==> config.mk <==
export PLATFORM = sky130hd
export DESIGN_NAME = serial_tx_core
export DESIGN_NICKNAME = d
export VERILOG_FILES = /design/src/rtl/serial_tx_pkg.sv /design/src/rtl/tx_hold_fifo.sv /design/src/rtl/tx_frame_shifter.sv /design/src/rtl/serial_tx_core.sv
export SDC_FILE = /design/constraint.sdc
export NUM_CORES = 1
export LEC_CHECK = 0
export ABC_AREA = 1
export CAP_MARGIN = 40
export CORE_MARGIN = 2
export CORE_UTILIZATION = 55
export CTS_CLUSTER_DIAMETER = 100
export DETAILED_ROUTE_END_ITERATION = 12
export DONT_BUFFER_PORTS = 1
export PLACE_DENSITY = 0.69
export SLEW_MARGIN = 15
export SYNTH_ARGS = -nofsm -noshare
export SYNTH_HDL_FRONTEND = slang
export SYNTH_HIERARCHICAL = 1
export SYNTH_SLANG_ARGS = --single-unit
==> constraint.sdc <==
create_clock -name clk -period 3.75 [get_ports clk]
set_input_delay 0.75 -clock clk [delete_from_list [all_inputs] [get_ports clk]]
set_output_delay 0.75 -clock clk [all_outputs]
set_load 0.05 [all_outputs]
==> src/rtl/serial_tx_pkg.sv <==
package serial_tx_pkg;
  typedef enum logic [1:0] {
    FMT_D8      = 2'b00,
    FMT_D8_EVEN = 2'b01,
    FMT_D8_ODD  = 2'b10,
    FMT_D9      = 2'b11
  } frame_fmt_e;
endpackage

==> src/rtl/tx_hold_fifo.sv <==
module tx_hold_fifo #(
  parameter int unsigned WIDTH = 9,
  parameter int unsigned DEPTH = 4
) (
  input  logic             clk,
  input  logic             rst_n,
  input  logic             push,
  input  logic [WIDTH-1:0] push_data,
  input  logic             pop,
  output logic [WIDTH-1:0] pop_data,
  output logic             full,
  output logic             empty,
  output logic             last
);
  localparam int unsigned AW = (DEPTH > 1) ? $clog2(DEPTH) : 1;
  localparam int unsigned CW = $clog2(DEPTH + 1);

  logic [WIDTH-1:0] mem [DEPTH];
  logic [AW-1:0]    wr_ptr, wr_ptr_n, rd_ptr, rd_ptr_n;
  logic [CW-1:0]    count, count_n;
  logic             push_ok, pop_ok;

  function automatic logic [AW-1:0] ptr_inc(input logic [AW-1:0] p);
    return (p == AW'(DEPTH - 1)) ? '0 : p + 1'b1;
  endfunction

  assign full     = (count == CW'(DEPTH));
  assign empty    = (count == '0);
  assign last     = (count == CW'(1));
  assign push_ok  = push && !full;
  assign pop_ok   = pop && !empty;
  assign pop_data = mem[rd_ptr];

  always_comb begin
    wr_ptr_n = push_ok ? ptr_inc(wr_ptr) : wr_ptr;
    rd_ptr_n = pop_ok  ? ptr_inc(rd_ptr) : rd_ptr;
    count_n  = count;
    if (push_ok && !pop_ok)      count_n = count + 1'b1;
    else if (pop_ok && !push_ok) count_n = count - 1'b1;
  end

  always_ff @(posedge clk or negedge rst_n) begin
    if (!rst_n) begin
      wr_ptr <= '0;
      rd_ptr <= '0;
      count  <= '0;
    end else begin
      wr_ptr <= wr_ptr_n;
      rd_ptr <= rd_ptr_n;
      count  <= count_n;
    end
  end

  always_ff @(posedge clk) begin
    if (push_ok) mem[wr_ptr] <= push_data;
  end


  full_write_drop_chk: assert property (@(posedge clk) disable iff (!rst_n)
    (full && push && !pop) |=> (count == $past(count)));


  count_limit_chk: assert property (@(posedge clk) disable iff (!rst_n)
    count <= CW'(DEPTH));
endmodule

==> src/rtl/tx_frame_shifter.sv <==
module tx_frame_shifter
  import serial_tx_pkg::*;
#(
  parameter int unsigned DATA_W = 9,
  parameter int unsigned OVS    = 16
) (
  input  logic              clk,
  input  logic              rst_n,
  input  logic              abort,
  input  logic              load,
  input  logic [DATA_W-1:0] load_data,
  input  frame_fmt_e        fmt,
  input  logic              two_stop,
  input  logic              baud_tick,
  output logic              busy,
  output logic              line
);
  localparam int unsigned FRAME_W = DATA_W + 3;
  localparam int unsigned LW      = $clog2(FRAME_W + 1);
  localparam int unsigned TW      = (OVS > 1) ? $clog2(OVS) : 1;

  logic [FRAME_W-1:0] sr, sr_n, frame_new;
  logic [LW-1:0]      left, left_n, len_new;
  logic [TW-1:0]      tcnt, tcnt_n;
  logic               busy_n;

  always_comb begin
    frame_new    = '1;
    frame_new[0] = 1'b0;
    for (int i = 0; i < DATA_W - 1; i++) frame_new[1 + i] = load_data[i];
    unique case (fmt)
      FMT_D9:      frame_new[DATA_W] = load_data[DATA_W-1];
      FMT_D8_EVEN: frame_new[DATA_W] = ^load_data[DATA_W-2:0];
      FMT_D8_ODD:  frame_new[DATA_W] = ~^load_data[DATA_W-2:0];
      default:     frame_new[DATA_W] = 1'b1;
    endcase
    len_new = LW'(DATA_W) + ((fmt != FMT_D8) ? LW'(1) : LW'(0))
            + (two_stop ? LW'(2) : LW'(1));
  end

  always_comb begin
    busy_n = busy;
    sr_n   = sr;
    left_n = left;
    tcnt_n = tcnt;
    if (abort) begin
      busy_n = 1'b0;
      tcnt_n = '0;
    end else if (load) begin
      busy_n = 1'b1;
      sr_n   = frame_new;
      left_n = len_new;
      tcnt_n = '0;
    end else if (busy && baud_tick) begin
      if (tcnt == TW'(OVS - 1)) begin
        tcnt_n = '0;
        if (left == LW'(1)) begin
          busy_n = 1'b0;
        end else begin
          sr_n   = {1'b1, sr[FRAME_W-1:1]};
          left_n = left - 1'b1;
        end
      end else begin
        tcnt_n = tcnt + 1'b1;
      end
    end
  end

  always_ff @(posedge clk or negedge rst_n) begin
    if (!rst_n) begin
      busy <= 1'b0;
      sr   <= '1;
      left <= '0;
      tcnt <= '0;
    end else begin
      busy <= busy_n;
      sr   <= sr_n;
      left <= left_n;
      tcnt <= tcnt_n;
    end
  end

  assign line = busy ? sr[0] : 1'b1;


  abort_halt_chk: assert property (@(posedge clk) disable iff (!rst_n)
    abort |=> !busy);


  start_low_chk: assert property (@(posedge clk) disable iff (!rst_n)
    (load && !abort) |=> !line);


  load_when_idle_chk: assert property (@(posedge clk) disable iff (!rst_n)
    load |-> !busy);
endmodule

==> src/rtl/serial_tx_core.sv <==
module serial_tx_core
  import serial_tx_pkg::*;
#(
  parameter int unsigned DATA_W = 9,
  parameter int unsigned DEPTH  = 4,
  parameter int unsigned OVS    = 16
) (
  input  logic              clk,
  input  logic              rst_n,
  input  logic              tx_en,
  input  logic              idle_req,
  input  logic              stop_in_idle,
  input  logic              brk_force,
  input  logic [1:0]        fmt_sel,
  input  logic              two_stop,
  input  logic              irq_mode,
  input  logic              wr_stb,
  input  logic [DATA_W-1:0] wr_data,
  input  logic              baud_tick,
  output logic              txd,
  output logic              buf_full,
  output logic              sr_empty,
  output logic              irq
);
  logic              active, load, busy, line;
  logic              fifo_empty, fifo_last;
  logic [DATA_W-1:0] head;

  assign active = tx_en && !(stop_in_idle && idle_req);
  assign load   = active && !busy && !fifo_empty;

  tx_hold_fifo #(.WIDTH(DATA_W), .DEPTH(DEPTH)) u_fifo (
    .clk       (clk),
    .rst_n     (rst_n),
    .push      (wr_stb),
    .push_data (wr_data),
    .pop       (load),
    .pop_data  (head),
    .full      (buf_full),
    .empty     (fifo_empty),
    .last      (fifo_last)
  );

  tx_frame_shifter #(.DATA_W(DATA_W), .OVS(OVS)) u_shift (
    .clk       (clk),
    .rst_n     (rst_n),
    .abort     (!active),
    .load      (load),
    .load_data (head),
    .fmt       (frame_fmt_e'(fmt_sel)),
    .two_stop  (two_stop),
    .baud_tick (baud_tick),
    .busy      (busy),
    .line      (line)
  );

  assign irq      = load && (!irq_mode || (fifo_last && !wr_stb));
  assign sr_empty = !busy;
  assign txd      = brk_force ? 1'b0 : line;


  irq_on_load_chk: assert property (@(posedge clk) disable iff (!rst_n)
    irq |=> !sr_empty);


  irq_drain_chk: assert property (@(posedge clk) disable iff (!rst_n)
    (irq && irq_mode) |=> fifo_empty);


  disabled_no_start_chk: assert property (@(posedge clk) disable iff (!rst_n)
    (!tx_en && sr_empty) |=> sr_empty);
endmodule

==> qor.txt <==
Port bufs - 0
Final Wtd Congestion - 0.772
Slew Viols, Final - 0
Worst skew pair latency - 0.35 ns
First-pass GRT wire length - 9.78 mm
Avg Inst Size Synth - 9.06 sq um
# resized after CTS - 0
WL final - 5.61 mm
Library cells used by synthesis - 30
Crit. End Element - flip-flop
Commonest non-fill, non-tap cell in the layout - nand2_1
Die Span Y - 79.7 microns
Clk slew on worst S/H paths - 0.08 ns
Clock sinks - 62
Post-DR vias/cell - 5.08
Chip Width - 79.7 microns
Vias in the first global route - 2189
Flop2flop setup slack - 1.23 ns
Sequential area share after synthesis - 55.3%
Final ANT Viol Nets - 0
Fmax - 0.398 GHz
Startpoint Class - flip-flop
Setup TNS - 0 ns
Root Driver - clkbuf_8
Grt total ovfl - 0
Async set-reset flop share out of synthesis - 41.9%
GR Util All Layers - 20.7%
Number of synthesized flops with an enable pin - 36
RSZ-0062 raised after global routing - no
CTS Hold Buffers Added - 0
Worst slew margin - 41.4%
Final period utilization - 67.1%
Critical R2R Launch - u_fifo/count[0]
Tightest Hold Check Type - primary input to asynchronous set/reset pin
R2R cell count - 13
Mapped Cells - 348
Syn. warnings - 6
Commonest cells after routing, fill and taps aside - nand2_1 (67), nor2_1 (58), inv_1 (45)
M1 wire length - 2.64 mm
H-tree levels - 3
Area growth, synth to finish - 8.38%
Setup CP Type - flip-flop to flip-flop
WP data arrival - 2.79 ns
Core ar. - 5510 sq um
Row count - 27
Post-CTS Setup Bufs - 0
MaxCap Viol Count - 0
Worst IR Drop VDD - 468 uV
Power per Cell Area - 812 nW/um^2
Initial DRC Count - 114
Flops & latches, synth - 62
WL met2 - 2.67 mm
Initial Utilization - 57.2%
Routed wire per std cell - 13.0 microns
Boundary Pins - 25
Synth Cell Area - 3150 sq um
Clock Tree Buf Depth - 2
TritonCTS clock tree - yes
Final-report hold violation count - 0
Tmin final - 2.52 ns
Die ar. - 6350 sq um
Layout cell share with drive strength beyond 1 - 12.2%
Largest net degree at the start of global routing - 27
Crit Path Max Fanout - 22
Post-route clock skew - 0.00602 ns
First drt pass iteration count - 4
Slew @ Worst Pin - 0.876 ns
Nets@finish - 391
Top Metal Used - met4
# setup viols final - 0
Worst setup startpoint - u_fifo/count[0]
Crit path to - u_shift/sr[1]
Fillers - 466
Initial antenna violation count - 0
Total power draw - 2.77 mW
CTS Buf Count - 9
CP required - 4.02 ns
DRC - 0
Syn nets - 384
Most used DFF post-synth - edfxtp_1
Status - complete, no violations
Diodes inserted - 0
Leak Pwr - 1.51 nW
Met3 WL post-DR - 208 microns
Dpl hpwl - 3.92 mm
Worst reg2reg endpoint - u_shift/sr[1]
Via count - 2194
[cell families after synthesis]
group | count (synthesis) | share of synthesized area [%]
simple gates | 146 | 18.9
compound gates | 64 | 10.8
flops | 62 | 55.3
buf+inv | 57 | 7.82
fa+ha+maj | 15 | 5.95
xor+xnor | 4 | 1.11
[cells in the mapped netlist, types with 2 or more instances]
| cell | number | area, sq um |
|---|---|---|
| xnor2_1 | 2 | 17.5 |
| o21ai_2 | 4 | 35.0 |
| xor2_1 | 2 | 17.5 |
| a31oi_1 | 2 | 12.5 |
| nand2_1 | 67 | 251 |
| nor2_1 | 58 | 218 |
| inv_2 | 3 | 11.3 |
| inv_1 | 45 | 169 |
| nand2_2 | 4 | 25.0 |
| o21ai_1 | 25 | 125 |
| a21oi_1 | 4 | 20.0 |
| dfstp_2 | 10 | 263 |
| ha_1 | 15 | 188 |
| buf_2 | 3 | 15.0 |
| dfrtp_1 | 16 | 400 |
| nand3_1 | 9 | 45.0 |
| o21ai_0 | 28 | 140 |
| edfxtp_1 | 36 | 1080 |
| buf_6 | 3 | 33.8 |
| nor3_1 | 2 | 10.0 |
[stage by stage]
step           worst slack (ns)  cell area, sq um  hold WS (ns)  utilization [%]  cells
2_1_floorplan              1.41              3150         0.454                -    348
3_3_place_gp               1.34              3180         0.455             57.8    412
3_5_place_dp               1.23              3210         0.455             58.3    416
4_1_cts                    1.22              3420        0.0698             62.0    432
5_1_grt                   0.909              3420        0.0649             62.0    432
6_report                   1.23              3420        0.0884             62.0    432
[worst max-delay path, cell delays in order, from the launching register on]
cell     delay, ns
dfrtp_1       0.41
inv_1         0.08
ha_1          0.22
inv_1         0.09
nor2_1        0.05
nor2_1        0.09
nand3_1       0.09
inv_1         0.44
inv_1         0.26
o21ai_2       0.12
nand2_2       0.19
inv_2         0.21
nor2_1        0.06
a31oi_1       0.14
[cell type report]
type                            instances  area, sq um  share of cell area [%]
Multi-Input combinational cell        229         1160                    34.0
Clock inverter                          7         80.1                    2.34
Tap cell                               72         90.1                    2.64
Inverter                               49          186                    5.46
Timing Repair Buffer                    4         30.0                   0.879
Sequential cell                        62         1740                    51.1
Clock buffer                            9          124                    3.63
[layer usage]
| metal | vias to the layer above | GRT usage, % |
|---|---|---|
| li1 | 1139 | - |
| met1 | 1011 | 24.8 |
| met2 | 35 | 33.6 |
| met3 | 9 | 5.88 |
| met4 | 0 | 11.6 |
| met5 | - | 0 |
[registers in the layout, summed over array words and instances (netlist names)]
name	count
u_fifo/mem	36
u_shift/sr	10
u_shift/left	4
u_shift/tcnt	4
u_fifo/count	3
u_fifo/rd_ptr	2
u_fifo/wr_ptr	2
u_shift/busy	1
[worst min-delay path by stage]
stage               cells after the start  slack [ns]              end
finish                                  0        0.09  u_shift/tcnt[2]
global route                            0        0.06  u_shift/left[3]
global placement                        0        0.46  u_shift/tcnt[2]
floorplan                               0        0.45  u_fifo/count[0]
detailed placement                      0        0.46  u_shift/tcnt[2]
CTS                                     0        0.07  u_shift/tcnt[2]
[report_power, final]
| part | switching [mW] | leakage (nW) | total, mW | internal [mW] |
|---|---|---|---|---|
| combinational | 0.709 | 0.779 | 1.08 | 0.371 |
| sequential | 0.131 | 0.634 | 1.08 | 0.954 |
| clock | 0.294 | 0.0968 | 0.608 | 0.314 |
No activity file was read; power rests on OpenSTA's default activity.
